[src/rtl/i2cam_pkg.sv]
package i2cam_pkg;
  localparam int BYTE_W    = 8;
  localparam int ADDR7_W   = 7;
  localparam int ADDR10_W  = 10;
  localparam int NUM_SRC   = 4;
  localparam int SRC_PRI   = 0;
  localparam int SRC_SEC   = 1;
  localparam int SRC_GC    = 2;
  localparam int SRC_ALR   = 3;

  localparam logic [ADDR7_W-1:0] GC_CODE    = 7'b0000000;
  localparam logic [ADDR7_W-1:0] ALERT_CODE = 7'b0001100;
  localparam logic [4:0]         TAG10      = 5'b11110;

  typedef logic [NUM_SRC-1:0] src_vec_t;

  typedef enum logic [1:0] {
    PH_IDLE   = 2'd0,
    PH_FIRST  = 2'd1,
    PH_SECOND = 2'd2,
    PH_DATA   = 2'd3
  } phase_e;

  // 7-bit compare: R/W bit excluded
  function automatic logic cmp7(input logic [BYTE_W-1:0] b,
                                input logic [ADDR7_W-1:0] a);
    return b[BYTE_W-1:1] == a;
  endfunction

  // 10-bit first byte: tag plus upper address pair, R/W excluded
  function automatic logic cmp10_hi(input logic [BYTE_W-1:0] b,
                                    input logic [1:0] hi);
    return (b[7:3] == TAG10) && (b[2:1] == hi);
  endfunction

  // keep lowest set bit: lowest index has highest priority
  function automatic src_vec_t pick_winner(input src_vec_t v);
    return v & (~v + src_vec_t'(1));
  endfunction
endpackage

[src/rtl/i2cam_src_cmp.sv]
module i2cam_src_cmp
  import i2cam_pkg::*;
(
  input  logic [BYTE_W-1:0]   rx_byte,
  input  logic [ADDR10_W-1:0] ref_addr,
  input  logic                is_fixed,
  input  logic                mode_10b,
  input  logic                enable,
  output logic                hit_first,
  output logic                cand_hi,
  output logic                hit_low
);
  logic own10;
  assign own10 = enable & ~is_fixed & mode_10b;

  // fixed codes are 7-bit in either mode; own addresses only in 7-bit mode
  assign hit_first = enable & (is_fixed | ~mode_10b) &
                     cmp7(rx_byte, ref_addr[ADDR7_W-1:0]);
  assign cand_hi   = own10 & cmp10_hi(rx_byte, ref_addr[9:8]);
  assign hit_low   = own10 & (rx_byte == ref_addr[7:0]);
endmodule

[src/rtl/i2cam_phase.sv]
module i2cam_phase
  import i2cam_pkg::*;
(
  input  logic clk,
  input  logic rst_n,
  input  logic start_det,
  input  logic stop_det,
  input  logic byte_valid,
  input  logic go_second,
  output logic dec_first,
  output logic dec_second
);
  phase_e phase_q, phase_d;
  logic   bus_evt;

  assign bus_evt    = start_det | stop_det;
  assign dec_first  = byte_valid & ~bus_evt & (phase_q == PH_FIRST);
  assign dec_second = byte_valid & ~bus_evt & (phase_q == PH_SECOND);

  always_comb begin
    phase_d = phase_q;
    if (stop_det)        phase_d = PH_IDLE;
    else if (start_det)  phase_d = PH_FIRST;
    else if (dec_first)  phase_d = go_second ? PH_SECOND : PH_DATA;
    else if (dec_second) phase_d = PH_DATA;
  end

  always_ff @(posedge clk or negedge rst_n) begin
    if (!rst_n) phase_q <= PH_IDLE;
    else        phase_q <= phase_d;
  end

  assert_stop_idle_R8: assert property (@(posedge clk) disable iff (!rst_n)
    stop_det |=> (phase_q == PH_IDLE));

  assert_one_decision_R7: assert property (@(posedge clk) disable iff (!rst_n)
    !(dec_first && dec_second));

  assert_data_closed_R7: assert property (@(posedge clk) disable iff (!rst_n)
    (phase_q == PH_DATA && !start_det) |=> !dec_first && !dec_second);
endmodule

[src/rtl/i2cam_result.sv]
module i2cam_result
  import i2cam_pkg::*;
(
  input  logic              clk,
  input  logic              rst_n,
  input  logic              stop_det,
  input  logic              dec_first,
  input  logic              dec_second,
  input  logic              go_second,
  input  logic [BYTE_W-1:0] rx_byte,
  input  src_vec_t          hit_first_v,
  input  src_vec_t          cand_v,
  input  src_vec_t          hit_low_v,
  output logic              addressed,
  output src_vec_t          hit_vec,
  output logic              ack_valid,
  output logic              ack,
  output logic [BYTE_W-1:0] first_byte
);
  src_vec_t cand_q;
  src_vec_t low_hits;
  src_vec_t win_first, win_second;

  assign low_hits   = cand_q & hit_low_v;
  assign win_first  = pick_winner(hit_first_v);
  assign win_second = pick_winner(low_hits);

  always_ff @(posedge clk or negedge rst_n) begin
    if (!rst_n) begin
      addressed  <= 1'b0;
      hit_vec    <= '0;
      ack_valid  <= 1'b0;
      ack        <= 1'b0;
      first_byte <= '0;
      cand_q     <= '0;
    end else begin
      ack_valid <= 1'b0;
      if (stop_det) begin
        addressed <= 1'b0;
        hit_vec   <= '0;
      end else if (dec_first) begin
        first_byte <= rx_byte;
        cand_q     <= cand_v;
        hit_vec    <= win_first;
        addressed  <= |hit_first_v;
        ack_valid  <= 1'b1;
        ack        <= (|hit_first_v) | go_second;
      end else if (dec_second) begin
        hit_vec   <= win_second;
        addressed <= |low_hits;
        ack_valid <= 1'b1;
        ack       <= |low_hits;
      end
    end
  end

  assert_onehot_hits_R5: assert property (@(posedge clk) disable iff (!rst_n)
    $onehot0(hit_vec));

  assert_flag_tracks_vec_R5: assert property (@(posedge clk) disable iff (!rst_n)
    addressed == (hit_vec != '0));

  assert_stop_clears_R8: assert property (@(posedge clk) disable iff (!rst_n)
    stop_det |=> !addressed && (hit_vec == '0));

  assert_ack_pulse_R7: assert property (@(posedge clk) disable iff (!rst_n)
    ack_valid |-> $past(dec_first || dec_second));

  assert_hit_means_ack_R7: assert property (@(posedge clk) disable iff (!rst_n)
    (ack_valid && addressed) |-> ack);
endmodule

[src/rtl/i2c_addr_matcher.sv]
module i2c_addr_matcher
  import i2cam_pkg::*;
(
  input  logic        clk,
  input  logic        rst_n,
  input  logic        start_det,
  input  logic        stop_det,
  input  logic        byte_valid,
  input  logic [7:0]  rx_byte,
  input  logic        mode_10b,
  input  logic [9:0]  own_addr1,
  input  logic [9:0]  own_addr2,
  input  logic        addr2_en,
  input  logic        gc_en,
  input  logic        alert_en,
  output logic        addressed,
  output logic [3:0]  hit_vec,
  output logic        ack_valid,
  output logic        ack,
  output logic [7:0]  first_byte
);
  logic [ADDR10_W-1:0] ref_addr [NUM_SRC];
  src_vec_t src_en, src_fixed;
  src_vec_t hit_first_v, cand_v, hit_low_v;
  logic     go_second, dec_first, dec_second;

  always_comb begin
    ref_addr[SRC_PRI]  = own_addr1;
    ref_addr[SRC_SEC]  = own_addr2;
    ref_addr[SRC_GC]   = {3'b000, GC_CODE};
    ref_addr[SRC_ALR]  = {3'b000, ALERT_CODE};
    src_en             = '0;
    src_en[SRC_PRI]    = 1'b1;
    src_en[SRC_SEC]    = addr2_en;
    src_en[SRC_GC]     = gc_en;
    src_en[SRC_ALR]    = alert_en;
    src_fixed          = '0;
    src_fixed[SRC_GC]  = 1'b1;
    src_fixed[SRC_ALR] = 1'b1;
  end

  for (genvar i = 0; i < NUM_SRC; i++) begin : g_src
    i2cam_src_cmp u_cmp (
      .rx_byte   (rx_byte),
      .ref_addr  (ref_addr[i]),
      .is_fixed  (src_fixed[i]),
      .mode_10b  (mode_10b),
      .enable    (src_en[i]),
      .hit_first (hit_first_v[i]),
      .cand_hi   (cand_v[i]),
      .hit_low   (hit_low_v[i])
    );
  end

  assign go_second = mode_10b & (|cand_v) & ~(|hit_first_v);

  i2cam_phase u_phase (
    .clk        (clk),
    .rst_n      (rst_n),
    .start_det  (start_det),
    .stop_det   (stop_det),
    .byte_valid (byte_valid),
    .go_second  (go_second),
    .dec_first  (dec_first),
    .dec_second (dec_second)
  );

  i2cam_result u_result (
    .clk         (clk),
    .rst_n       (rst_n),
    .stop_det    (stop_det),
    .dec_first   (dec_first),
    .dec_second  (dec_second),
    .go_second   (go_second),
    .rx_byte     (rx_byte),
    .hit_first_v (hit_first_v),
    .cand_v      (cand_v),
    .hit_low_v   (hit_low_v),
    .addressed   (addressed),
    .hit_vec     (hit_vec),
    .ack_valid   (ack_valid),
    .ack         (ack),
    .first_byte  (first_byte)
  );

  assert_primary_always_R1: assert property (@(posedge clk) disable iff (!rst_n)
    (dec_first && !mode_10b && rx_byte[7:1] == own_addr1[6:0])
      |=> addressed && hit_vec[SRC_PRI] && ack);

  assert_tenbit_defer_R6: assert property (@(posedge clk) disable iff (!rst_n)
    (dec_first && go_second) |=> !addressed && ack && ack_valid);

  assert_gc_gated_R3: assert property (@(posedge clk) disable iff (!rst_n)
    (dec_first && !gc_en) |=> !hit_vec[SRC_GC]);

  assert_alert_gated_R4: assert property (@(posedge clk) disable iff (!rst_n)
    (dec_first && !alert_en) |=> !hit_vec[SRC_ALR]);
endmodule

[config.mk]
export PLATFORM = sky130hd
export DESIGN_NAME = i2c_addr_matcher
export DESIGN_NICKNAME = d
export VERILOG_FILES = /design/src/rtl/i2cam_pkg.sv /design/src/rtl/i2cam_src_cmp.sv /design/src/rtl/i2cam_phase.sv /design/src/rtl/i2cam_result.sv /design/src/rtl/i2c_addr_matcher.sv
export SDC_FILE = /design/constraint.sdc
export NUM_CORES = 1
export LEC_CHECK = 0
export BUFFER_PORTS_ARGS = -buffer_cell sky130_fd_sc_hd__buf_2
export CAP_MARGIN = 0
export CORE_AREA = 2 2 58 60
export DETAILED_ROUTE_END_ITERATION = 12
export DIE_AREA = 0 0 60 62
export GPL_ROUTABILITY_DRIVEN = 0
export PLACE_DENSITY = 0.7
export SYNTH_ARGS = -nofsm -noshare
export SYNTH_HDL_FRONTEND = slang
export SYNTH_SLANG_ARGS = --single-unit
export TNS_END_PERCENT = 10
[constraint.sdc]
create_clock -name clk -period 2.9 [get_ports clk]
set_input_delay 0 -clock clk [delete_from_list [all_inputs] [get_ports clk]]
set_output_delay 0 -clock clk [all_outputs]
set_load 0.005 [all_outputs]
==> out/summary.md, run 1 <==
### Timing
- setup violation total in the final timing report: 0
- total count of max-transition violations in the final report: 0
- Hold Vio Cnt, Final: 0
- total negative setup slack: 0 ns
- Highest Clock Rate: 479.0 MHz
- minimum period implied by the final worst setup slack: 2.088 ns
- unrepaired setup endpoints after global routing: false
- transition time at the pin with the least slew margin: 0.6672 ns
- Layout Skew: 0.002337 ns
- Slew HR: 0.5552
- final period utilization: 0.7200

### Yosys
- Post-Synthesis Mean Instance Area: 10.12 sq um
- post-synthesis share of cell area spent on xor and xnor gates: 0.2131
- net count after synthesis: 167
- most frequent cell after synthesis: sky130_fd_sc_hd__xnor2_1
- largest family of logic cells by synthesized area: XOR/XNOR gates
- post-synthesis mux area share: 0.07707
- synthesized instance count: 130
- sequential element share of the synthesized area: 0.3616
- list of most frequent post-synthesis cells: 28 x sky130_fd_sc_hd__xnor2_1, 19 x sky130_fd_sc_hd__dfrtp_1, 9 x sky130_fd_sc_hd__mux2_2, 7 x sky130_fd_sc_hd__nand2_1, 6 x sky130_fd_sc_hd__nand4_1
- largest area contributor in the synthesized netlist: sky130_fd_sc_hd__dfrtp_1
- compound-gate portion of the synthesized area: 0.09324
- number of synthesis warnings: 0
- area of the mapped netlist: 1315 sq um
- adder-cell area share of the yosys netlist: 0
- cells taking the most area after synthesis: sky130_fd_sc_hd__dfrtp_1 36%, sky130_fd_sc_hd__xnor2_1 19%, sky130_fd_sc_hd__mux2_2 7.7%
- predominant post-synthesis flop cell: sky130_fd_sc_hd__dfrtp_1
- number of synthesized flops with an enable pin: 0
- share of synthesized cell area in and, or, nand and nor gates: 0.1874
- number of distinct library cells after synthesis: 31
- number of register bits inferred by synthesis: 19
- Synth top area share: 0.3616
- fraction of registers with async set or reset after synthesis: 1.000

### Finish
- Filler Cell Count: 306
- growth of design area from synthesis to finish: 25.79%
- fin area: 1654 sq um
- post-layout net count: 221
- Ant. Diodes: 0
- multi-input combinational cell area: 750.7 sq um
- share of layout cells above drive strength 1: 0.3825
- register cell area after layout: 475.5 sq um

### Die
- std cell rows: 21
- Core Footprint: 3179 sq um
- die area: 3720 sq um
- Die Span X: 60 microns
- effective utilization at floorplan: 0.4136
- die height: 62 microns
- I/O pin total: 52

### Clock network
- Clock Tree Buf Depth: 2
- root buf cell: sky130_fd_sc_hd__clkbuf_4
- clk sinks: 19
- clock transition at the register clock pins on the worst setup and hold paths after CTS: 0.10 ns
- CTS tree: built
- Clock Latency Late Sink: 0.29 ns
- H-tree level count: 1
- number of buffers created by CTS: 3

### GRT
- vias in the first global route: 1212
- first-pass GRT wire length: 5416 microns
- antenna violations before repair: 0
- global-route usage over all layers: 0.1955
- largest net degree at the start of global routing: 20
- total global routing overflow: 0

### Critical path
- r2r setup slk: 0.81 ns
- cell family with most CP delay: simple AND/OR/NAND/NOR gates
- critical path startpoint category: flop
- number of buffers and inverters on the critical path: 0
- type of destination of the critical path: flop
- slowest stage delay, CP: 0.56 ns
- Worst EP required: 3.13 ns
- path type of the worst setup path: reg2reg
- worst flop-to-flop path startpoint: u_phase.phase_q[1]
- endpoint of the worst-slack reg-to-reg timing path: u_result.hit_vec[3]
- critical path fanouts, max: 14
- cells on worst reg2reg path: 5
- ordered list of cells on the worst path: and3b_1 > and2_1 > o21ai_4 > or4_4 > o21ai_1
- data arrival time of the critical path: 2.31 ns
- worst setup path start: u_phase.phase_q[1]
- slowest cell on the critical path: sky130_fd_sc_hd__and2_1

### Pwr
- clock network power share: 0.202
- leakage power: 0.7327 nW
- Logic pwr share: 0.306
- total power divided by cell area: 393.9 nW/um^2
- Sequential Power Share: 0.492
- internal portion of total power: 460.3 uW
- Worst IR Drop VDD: 297.5 uV
- Switching Power: 191.2 uW
- Switching Share: 0.2935

### Drt
- Post-DRT Antenna Nets: 0
- overall routed net length: 3280 microns
- via/cell ratio: 5.057
- number of DRC violations after detailed routing: 0
- violation count after the first detailed-route iteration: 49
- DR vias: 1158
- total iterations of the first detailed-routing run: 4
- mean routed wirelength per cell: 14.32 microns

### Status
- status: complete, no violations

### Worst hold path
- number of cells on the worst hold path: 2
- Worst Hold Endpoint: u_result.first_byte[0]
- kind of path behind the tightest hold check: in2reg
- Hold Crit Start: rx_byte[0]

### Place
- IO buf count: 51
- placed cell areas: 1558 sq um
- DPL Wire Length: 2602 microns

### Job
- number of max-capacitance violations reported: 0

flip-flops by register name, indices dropped and copies added, names as in the netlist:
signal / flops
u_result.first_byte: 8
u_result.hit_vec: 4
u_phase.phase_q: 2
u_result.cand_q: 2
u_result.ack: 1
u_result.ack_valid: 1
u_result.addressed: 1
per-layer routing:
metal  routed length (microns)  GRT usage  up-vias
li1                          -          -      558
met1                      1412     0.2313      555
met2                      1666     0.3587       41
met3                       169    0.04555        4
met4                        31    0.04762        0
met5                         0          0        -
power by group through the flow:
stage	logic [mW]	registers [mW]	clock network (mW)
detailed placement	0.193	0.326	0
global placement	0.187	0.323	0
CTS	0.201	0.322	0.138
global route	0.221	0.325	0.153
floorplan	0.110	0.326	0
finish	0.199	0.320	0.132
how the worst max path moves through the flow:
stage / cells after the start / slack (ns) / to
finish: 5 / 0.81 / u_result.hit_vec[3]
global route: 5 / 0.77 / u_result.hit_vec[3]
CTS: 5 / 0.82 / u_result.hit_vec[3]
detailed placement: 5 / 0.85 / u_result.hit_vec[3]
global placement: 5 / 0.92 / u_result.hit_vec[3]
floorplan: 6 / 1.30 / u_result.hit_vec[3]
cell usage in the layout (no fill, tap or decap), drive strengths merged:
cell	count
buf	51
xnor2	28
dfrtp	19
mux2	9
nand2	7
dlygate4sd3	7
nand4	7
o21ai	7
nand3	5
inv	5
nor3	5
xor2	4
nor2	4
clkbuf	4
a21oi	3
nor2b	3
or4	3
o22ai	2
and3b	1
and4b	1
and2	1
a2111o	1
nand2b	1
o221ai	1
nor4	1
a32o	1
a211oi	1
o31ai	1
cell families (layout without fill, tap and decap cells):
logic type,after synthesis,after routing
flip-flops,19,19
multiplexers,9,9
AO/OA/AOI/OAI,17,17
XOR/XNOR,32,32
buffers and inverters,14,67
AND/OR/NAND/NOR,39,39
repair_timing:
item                                    4_1_cts  5_1_grt
gates resized for setup                       0        0
hold buffers                                  7        0
setup buffers                                 0        0
endpoints found under the hold margin        24        0
endpoints found under the setup margin        0        0
per-stage QoR:
stage | total power [mW] | instances | worst slack [ns] | util | hold slack (ns)
5_1_grt | 0.6993 | 229 | 0.7677 | 0.5203 | 0.003836
3_3_place_gp | 0.5100 | 218 | 0.9184 | 0.4900 | -0.05552
2_1_floorplan | 0.4358 | 130 | 1.302 | - | -0.2956
6_report | 0.6515 | 229 | 0.8121 | 0.5203 | 0.01122
4_1_cts | 0.6610 | 229 | 0.8238 | 0.5203 | 0.008893
3_5_place_dp | 0.5194 | 218 | 0.8467 | 0.4900 | -0.03103
cell type report:
cell class | instances | share of cell area
clock buffer | 4 | 0.01588
inverter | 5 | 0.01135
multi-input combinational | 97 | 0.4539
sequential | 19 | 0.2874
tap | 46 | 0.03480
timing repair buffer | 58 | 0.1967
(Power assumes the default switching activity.)
==> run 2: changes to the inputs <==
--- a/config.mk
+++ b/config.mk
@@ -5,13 +5,14 @@
 export SDC_FILE = /design/constraint.sdc
 export NUM_CORES = 1
 export LEC_CHECK = 0
+export ABC_AREA = 1
 export BUFFER_PORTS_ARGS = -buffer_cell sky130_fd_sc_hd__buf_2
 export CAP_MARGIN = 0
-export CORE_AREA = 2 2 58 60
+export CORE_AREA = 2 2 61 63
 export DETAILED_ROUTE_END_ITERATION = 12
-export DIE_AREA = 0 0 60 62
+export DIE_AREA = 0 0 63 65
 export GPL_ROUTABILITY_DRIVEN = 0
-export PLACE_DENSITY = 0.7
+export PLACE_DENSITY = 0.72
 export SYNTH_ARGS = -nofsm -noshare
 export SYNTH_HDL_FRONTEND = slang
 export SYNTH_SLANG_ARGS = --single-unit
==> constraint.sdc (replaced) <==
create_clock -name clk -period 1.8 [get_ports clk]
set_input_delay 0 -clock clk [delete_from_list [all_inputs] [get_ports clk]]
set_output_delay 0 -clock clk [all_outputs]
set_load 0.005 [all_outputs]
==> run 2 against run 1 <==
- sequential share of layout area decreased by 2.5 points
- first-iteration DRC count rose by 65%
- worst setup slack got worse by 0.48 ns
- synthesized cell count grew 87%
- global-route usage is 0.47 points higher
- die area grew 10%
- via count rose by 41%
- routed wire length increased by 18%
- clock power rose by 57%
- critical endpoint is now u_result.ack
- largest power group unchanged
==> out/summary.md, run 2 <==
### Die
- I/O pin total: 52, unchanged
- std cell rows: 22, +4.8%
- effective utilization at floorplan: 0.4273, +0.01373
- die area: 4095 sq um, +10%
- die height: 65 microns, +4.8%
- Die Span X: 63 microns, +5.0%
- Core Footprint: 3496 sq um, +10%

### Timing
- total negative setup slack: 0 ns, unchanged
- transition time at the pin with the least slew margin: 0.4229 ns, -0.2442 ns
- Highest Clock Rate: 683.5 MHz
- minimum period implied by the final worst setup slack: 1.463 ns
- Slew HR: 0.7180, +0.1628
- unrepaired setup endpoints after global routing: false
- final period utilization: 0.8128
- total count of max-transition violations in the final report: 0, unchanged
- Hold Vio Cnt, Final: 0, unchanged
- worst hold slack: 0.02314 ns, +0.01192 ns
- Layout Skew: 0.005719 ns, +0.003382 ns
- setup violation total in the final timing report: 0, unchanged

### Drt
- via/cell ratio: 4.786, -5.4%
- Post-DRT Antenna Nets: 0, unchanged
- violation count after the first detailed-route iteration: 81, +65%
- number of DRC violations after detailed routing: 0, unchanged
- overall routed net length: 3881 microns, +18%
- mean routed wirelength per cell: 11.38 microns, -21%
- DR vias: 1632, +41%
- total iterations of the first detailed-routing run: 4, unchanged

### Critical path
- Worst EP required: 1.99 ns, -1.14 ns
- critical path fanouts, max: 27, +13
- path type of the worst setup path: in2reg
- r2r setup slk: 0.40 ns, -0.41 ns
- critical path startpoint category: input port
- data arrival time of the critical path: 1.65 ns, -0.66 ns
- type of destination of the critical path: flop

### Yosys
- largest area contributor in the synthesized netlist: sky130_fd_sc_hd__dfrtp_1
- area of the mapped netlist: 1494 sq um, +14%
- sequential element share of the synthesized area: 0.3183, -0.04330
- predominant post-synthesis flop cell: sky130_fd_sc_hd__dfrtp_1
- number of register bits inferred by synthesis: 19, unchanged
- number of synthesized flops with an enable pin: 0, unchanged
- number of distinct library cells after synthesis: 25, -19%
- Post-Synthesis Mean Instance Area: 6.148 sq um, -39%
- cells taking the most area after synthesis: sky130_fd_sc_hd__dfrtp_1 32%, sky130_fd_sc_hd__nand2_1 25%, sky130_fd_sc_hd__inv_1 7.3%
- list of most frequent post-synthesis cells: 99 x sky130_fd_sc_hd__nand2_1, 29 x sky130_fd_sc_hd__inv_1, 20 x sky130_fd_sc_hd__nor2_1, 19 x sky130_fd_sc_hd__dfrtp_1, 15 x sky130_fd_sc_hd__nand3_1
- number of synthesis warnings: 0, unchanged
- net count after synthesis: 280, +68%
- fraction of registers with async set or reset after synthesis: 1.000, unchanged
- Synth top area share: 0.3183, -0.04330
- most frequent cell after synthesis: sky130_fd_sc_hd__nand2_1
- synthesized instance count: 243, +87%

### Clock network
- clk sinks: 19, unchanged
- CTS tree: built
- post-cts resize count: 0, unchanged
- H-tree level count: 1, unchanged
- number of buffers added for setup after CTS: 0, unchanged
- Clock Tree Buf Depth: 2, unchanged
- root buf cell: sky130_fd_sc_hd__clkbuf_4
- number of buffers created by CTS: 3, unchanged
- Clock Latency Late Sink: 0.29 ns, about the same
- clock transition at the register clock pins on the worst setup and hold paths after CTS: 0.10 ns, about the same

### Pwr
- total power: 1.021 mW, +57%
- total power divided by cell area: 562.7 nW/um^2, +43%
- leakage power: 1.057 nW, +44%
- Worst IR Drop VDD: 214.0 uV, -28%

### Job
- number of max-capacitance violations reported: 0, unchanged

### Finish
- most common cell after layout, fill and taps aside: sky130_fd_sc_hd__nand2_1
- highest-count cells in the layout ignoring fill and taps: 99 x sky130_fd_sc_hd__nand2_1, 51 x sky130_fd_sc_hd__buf_2, 29 x sky130_fd_sc_hd__inv_1, 20 x sky130_fd_sc_hd__nor2_1, 19 x sky130_fd_sc_hd__dfrtp_1
- number of flip-flops in the largest register: 8, unchanged
- Largest Register: u_result.first_byte
- post-layout net count: 331, +50%
- Ant. Diodes: 0, unchanged
- share of layout cells above drive strength 1: 0.2218, -0.1607
- largest registers ranked by flip-flop count: u_result.first_byte x8, u_result.hit_vec x4
- fin area: 1814 sq um, +9.7%
- growth of design area from synthesis to finish: 21.44%

### Worst hold path
- kind of path behind the tightest hold check: in2reg

### GRT
- global-route usage over all layers: 0.2002, +0.004686
- antenna violations before repair: 0, unchanged
- first-pass GRT wire length: 6492 microns, +20%
- largest net degree at the start of global routing: 28, +40%
- vias in the first global route: 1402, +16%
- total global routing overflow: 0, unchanged

### Place
- placed cell areas: 1768 sq um, +13%
- DPL Wire Length: 3206 microns, +23%
- IO buf count: 51, unchanged

### Status
- status: complete, no violations

## run 2: cells by family (layout without fill, tap and decap cells)
family | after synthesis | after routing | share of synthesized area
compound gates | 22 | 22 | 0.07873
buf+inv | 42 | 92 | 0.1156
simple gates | 152 | 152 | 0.4405
flops | 19 | 19 | 0.3183
xor+xnor | 8 | 8 | 0.04690
## run 2: per-stage QoR
stage | setup WS, ns | util | cells
after floorplan | 0.7059 | - | 243
after global placement | 0.4641 | 0.5057 | 335
after detailed placement | 0.4270 | 0.5057 | 335
after CTS | 0.3420 | 0.5190 | 341
after global routing | 0.1397 | 0.5190 | 341
final | 0.3369 | 0.5190 | 341
## run 2: what timing repair did
action	in CTS	in global routing
endpoints found under the hold margin	21	0
setup endpoints to repair	0	0
hold buffers	2	0
## run 2: final timing paths
path / startpoint / to / cells after the start
max in group asynchronous: rst_n / u_result.cand_q[0] / 2
min in group asynchronous: rst_n / u_result.ack_valid / 2
setup / recovery: start_det / u_result.ack / 10
hold / removal: stop_det / u_result.hit_vec[1] / 4
hold reg to reg: u_result.hit_vec[2] / u_result.hit_vec[2] / 2
setup reg to reg: u_phase.phase_q[1] / u_result.ack / 6
## run 2: critical path: stages
cell and delay (ns):
sky130_fd_sc_hd__dlygate4sd3_1 0.53, sky130_fd_sc_hd__buf_2 0.12, sky130_fd_sc_hd__inv_1 0.07, sky130_fd_sc_hd__nand3_1 0.08, sky130_fd_sc_hd__inv_2 0.09, sky130_fd_sc_hd__nand3_4 0.23
sky130_fd_sc_hd__nand2_4 0.21, sky130_fd_sc_hd__inv_1 0.07, sky130_fd_sc_hd__a22oi_1 0.18, sky130_fd_sc_hd__nand2_1 0.07
## run 2: power breakdown
group / switching (mW) / internal (mW)
Sequential: 0.0261 / 0.476
Combinational: 0.177 / 0.134
Clock: 0.121 / 0.0860
## run 2: layout make-up
| class | instances | area [sq um] |
|---|---|---|
| multi-input combinational | 182 | 845.8 |
| tap | 48 | 60.06 |
| clock buffer | 4 | 26.28 |
| sequential | 19 | 475.5 |
| timing repair buffer | 53 | 275.3 |
| fill | 393 | 1682 |
| inverter | 35 | 131.4 |
## run 2: per-layer routing
| metal | wire, microns | vias to the layer above | share of wire | GRT usage |
|---|---|---|---|---|
| met5 | 0 | - | 0 | 0 |
| met3 | 170 | 5 | 0.044 | 0.01563 |
| met1 | 1868 | 717 | 0.48 | 0.2781 |
| li1 | - | 860 | - | - |
| met2 | 1801 | 50 | 0.46 | 0.3245 |
| met4 | 41 | 0 | 0.011 | 0.07778 |
==> run 3: changes to the inputs <==
--- a/config.mk
+++ b/config.mk
@@ -5,14 +5,14 @@
 export SDC_FILE = /design/constraint.sdc
 export NUM_CORES = 1
 export LEC_CHECK = 0
-export ABC_AREA = 1
+export ABC_AREA = 0
 export BUFFER_PORTS_ARGS = -buffer_cell sky130_fd_sc_hd__buf_2
 export CAP_MARGIN = 0
-export CORE_AREA = 2 2 61 63
+export CORE_AREA = 2 2 58 60
 export DETAILED_ROUTE_END_ITERATION = 12
-export DIE_AREA = 0 0 63 65
+export DIE_AREA = 0 0 60 62
 export GPL_ROUTABILITY_DRIVEN = 0
-export PLACE_DENSITY = 0.72
+export PLACE_DENSITY = 0.7
 export SYNTH_ARGS = -nofsm -noshare
 export SYNTH_HDL_FRONTEND = slang
 export SYNTH_SLANG_ARGS = --single-unit
==> constraint.sdc (replaced) <==
create_clock -name clk -period 1.5 [get_ports clk]
set_input_delay 0 -clock clk [delete_from_list [all_inputs] [get_ports clk]]
set_output_delay 0 -clock clk [all_outputs]
set_load 0.005 [all_outputs]
==> run 3 against run 2 <==
- the flow now finishes with violations (setup timing)
- non-clock buffer count increased by 16
- hold slack got worse by 0.0061 ns
- global-route usage decreased by 1.2 points
- sequential power increased by 22%
- critical endpoint is now u_result.hit_vec[1]
- highest routed layer unchanged
==> out/summary.md, run 3 (synthesis gave the netlist of run 1 again) <==
### Status
- status: complete, but fails checks
- failing checks: setup timing

### GRT
- antenna violations before repair: 0, unchanged
- first-pass GRT wire length: 5175 microns, -20%
- vias in the first global route: 1190, -15%
- global-route usage over all layers: 0.1883, -0.01193
- largest net degree at the start of global routing: 20, -29%
- total global routing overflow: 0, unchanged

### Critical path
- cells on worst reg2reg path: 4, -2
- path type of the worst setup path: reg2reg
- critical path startpoint category: flop
- endpoint of the worst-slack reg-to-reg timing path: u_result.hit_vec[1]
- data arrival time of the critical path: 1.68 ns, +0.03 ns
- r2r setup slk: -0.002 ns, -0.40 ns
- worst flop-to-flop path startpoint: u_phase.phase_q[1]
- type of destination of the critical path: flop
- critical path fanouts, max: 4, -85%
- worst setup path start: u_phase.phase_q[1]
- Worst EP required: 1.68 ns, -0.31 ns

### Drt
- overall routed net length: 3210 microns, -17%
- violation count after the first detailed-route iteration: 20, -75%
- Post-DRT Antenna Nets: 0, unchanged
- total iterations of the first detailed-routing run: 4, unchanged
- mean routed wirelength per cell: 13.38 microns, +18%
- DR vias: 1194, -27%
- via/cell ratio: 4.975, +4.0%
- number of DRC violations after detailed routing: 0, unchanged

### Finish
- post-layout net count: 232, -30%
- most common cell after layout, fill and taps aside: sky130_fd_sc_hd__buf_2
- growth of design area from synthesis to finish: 33.30%
- highest-count cells in the layout ignoring fill and taps: 51 x sky130_fd_sc_hd__buf_2, 28 x sky130_fd_sc_hd__xnor2_1, 19 x sky130_fd_sc_hd__dfrtp_1, 13 x sky130_fd_sc_hd__buf_4, 9 x sky130_fd_sc_hd__mux2_2
- largest registers ranked by flip-flop count: u_result.first_byte x8, u_result.hit_vec x4
- Largest Register: u_result.first_byte
- non-filler cells, final: 240, -30%
- number of flip-flops in the largest register: 8, unchanged
- Filler Cell Count: 284, -28%
- Ant. Diodes: 0, unchanged
- share of layout cells above drive strength 1: 0.4588, +0.2369

### Worst hold path
- Worst Hold Endpoint: u_result.first_byte[0]
- Hold Crit Start: rx_byte[0]
- kind of path behind the tightest hold check: in2reg
- number of cells on the worst hold path: 2, -2

### Timing
- Highest Clock Rate: 665.9 MHz
- total negative setup slack: -0.001709 ns, -0.001709 ns
- transition time at the pin with the least slew margin: 0.4131 ns, -0.009869 ns
- Layout Skew: 0.003308 ns, -0.002412 ns
- Hold Vio Cnt, Final: 0, unchanged
- minimum period implied by the final worst setup slack: 1.502 ns
- unrepaired setup endpoints after global routing: true
- setup violation total in the final timing report: 1, +1
- smallest setup slack after layout: -0.001709 ns, -0.3386 ns
- final period utilization: 1.001
- Slew HR: 0.7246, +0.006579
- total count of max-transition violations in the final report: 0, unchanged

### Clock network
- Clock Latency Late Sink: 0.29 ns, about the same
- clock transition at the register clock pins on the worst setup and hold paths after CTS: 0.10 ns, about the same
- H-tree level count: 1, unchanged
- CTS tree: built
- root buf cell: sky130_fd_sc_hd__clkbuf_4
- clk sinks: 19, unchanged
- number of buffers created by CTS: 3, unchanged
- Clock Tree Buf Depth: 2, unchanged
- number of buffers added for setup after CTS: 0, unchanged

### Die
- die height: 62 microns, -4.6%
- Die Span X: 60 microns, -4.8%
- std cell rows: 21, -4.5%
- effective utilization at floorplan: 0.4136, -0.01373
- I/O pin total: 52, unchanged
- die area: 3720 sq um, -9.2%
- Core Footprint: 3179 sq um, -9.1%

### Place
- Placed Instances: 231, -31%
- IO buf count: 51, unchanged
- setup slack after placement: -0.04938 ns, -0.4764 ns
- DPL Wire Length: 2570 microns, -20%

### Job
- number of max-capacitance violations reported: 0, unchanged

### Pwr
- leakage power: 0.7970 nW, -25%
- total power divided by cell area: 723.6 nW/um^2, +29%
- Worst IR Drop VDD: 449.9 uV, +110%
- total power: 1.268 mW, +24%

## run 3: cell count changes in the layout (fill, tap and decap cells not counted), moves of 4 or more
cell                      change
sky130_fd_sc_hd__buf_4       +13
sky130_fd_sc_hd__inv_1       -24
sky130_fd_sc_hd__inv_2        -6
sky130_fd_sc_hd__mux2_2       +9
sky130_fd_sc_hd__nand2_1     -92
sky130_fd_sc_hd__nand3_1     -10
sky130_fd_sc_hd__nor2_1      -17
sky130_fd_sc_hd__o21ai_0     -11
sky130_fd_sc_hd__o21ai_2      +4
sky130_fd_sc_hd__xnor2_1     +20
sky130_fd_sc_hd__xor2_1       +4
## run 3: timing repair
action	in CTS	in global routing
hold buffers	5	0
endpoints found under the hold margin	22	0
setup endpoints to repair	13	6
resized for setup	2	5
pin swaps	2	2
## run 3: worst max-delay path by stage
| stage | end | slack, ns |
|---|---|---|
| after detailed placement | u_result.hit_vec[1] | -0.05 |
| final | u_result.hit_vec[1] | -0.002 |
| after global routing | u_result.hit_vec[1] | -0.06 |
| after CTS | u_result.hit_vec[1] | -0.03 |
| after global placement | u_result.hit_vec[1] | -0.01 |
| after floorplan | u_result.hit_vec[1] | -0.01 |
## run 3: routing by layer
layer	GRT usage	share of wire	vias up
met1	0.2278	0.45	574
met5	0	0	-
met4	0.04762	0.0097	0
li1	-	-	579
met2	0.3354	0.50	37
met3	0.04762	0.040	4
## run 3: cell type report
type,count,area (sq um),share of cell area
timing repair buffer,69,402.9,0.2298
sequential,19,475.5,0.2712
clock buffer,4,26.28,0.01499
tap,46,57.56,0.03283
inverter,5,18.77,0.01071
multi-input combinational,97,772.0,0.4404
## run 3: through the flow
step / utilization / cell area [sq um] / hold WS [ns]
after floorplan: - / 1315 / -0.2956
after global placement: 0.5207 / 1655 / -0.04190
after detailed placement: 0.5207 / 1655 / -0.03714
after CTS: 0.5455 / 1734 / 0.002718
after global routing: 0.5514 / 1753 / 0.01585
final: 0.5514 / 1753 / 0.01700
## run 3: where the power goes
| part | switching [mW] | internal [mW] |
|---|---|---|
| clock | 0.146 | 0.103 |
| sequential | 0.0326 | 0.581 |
| combinational | 0.184 | 0.221 |
| total | 0.363 | 0.906 |
## run 3: critical path, stage by stage (launching register included)
cell	delay (ns)
sky130_fd_sc_hd__dfrtp_1	0.40
sky130_fd_sc_hd__and3b_1	0.23
sky130_fd_sc_hd__and2_4	0.18
sky130_fd_sc_hd__mux2_2	0.33
sky130_fd_sc_hd__a32o_1	0.26
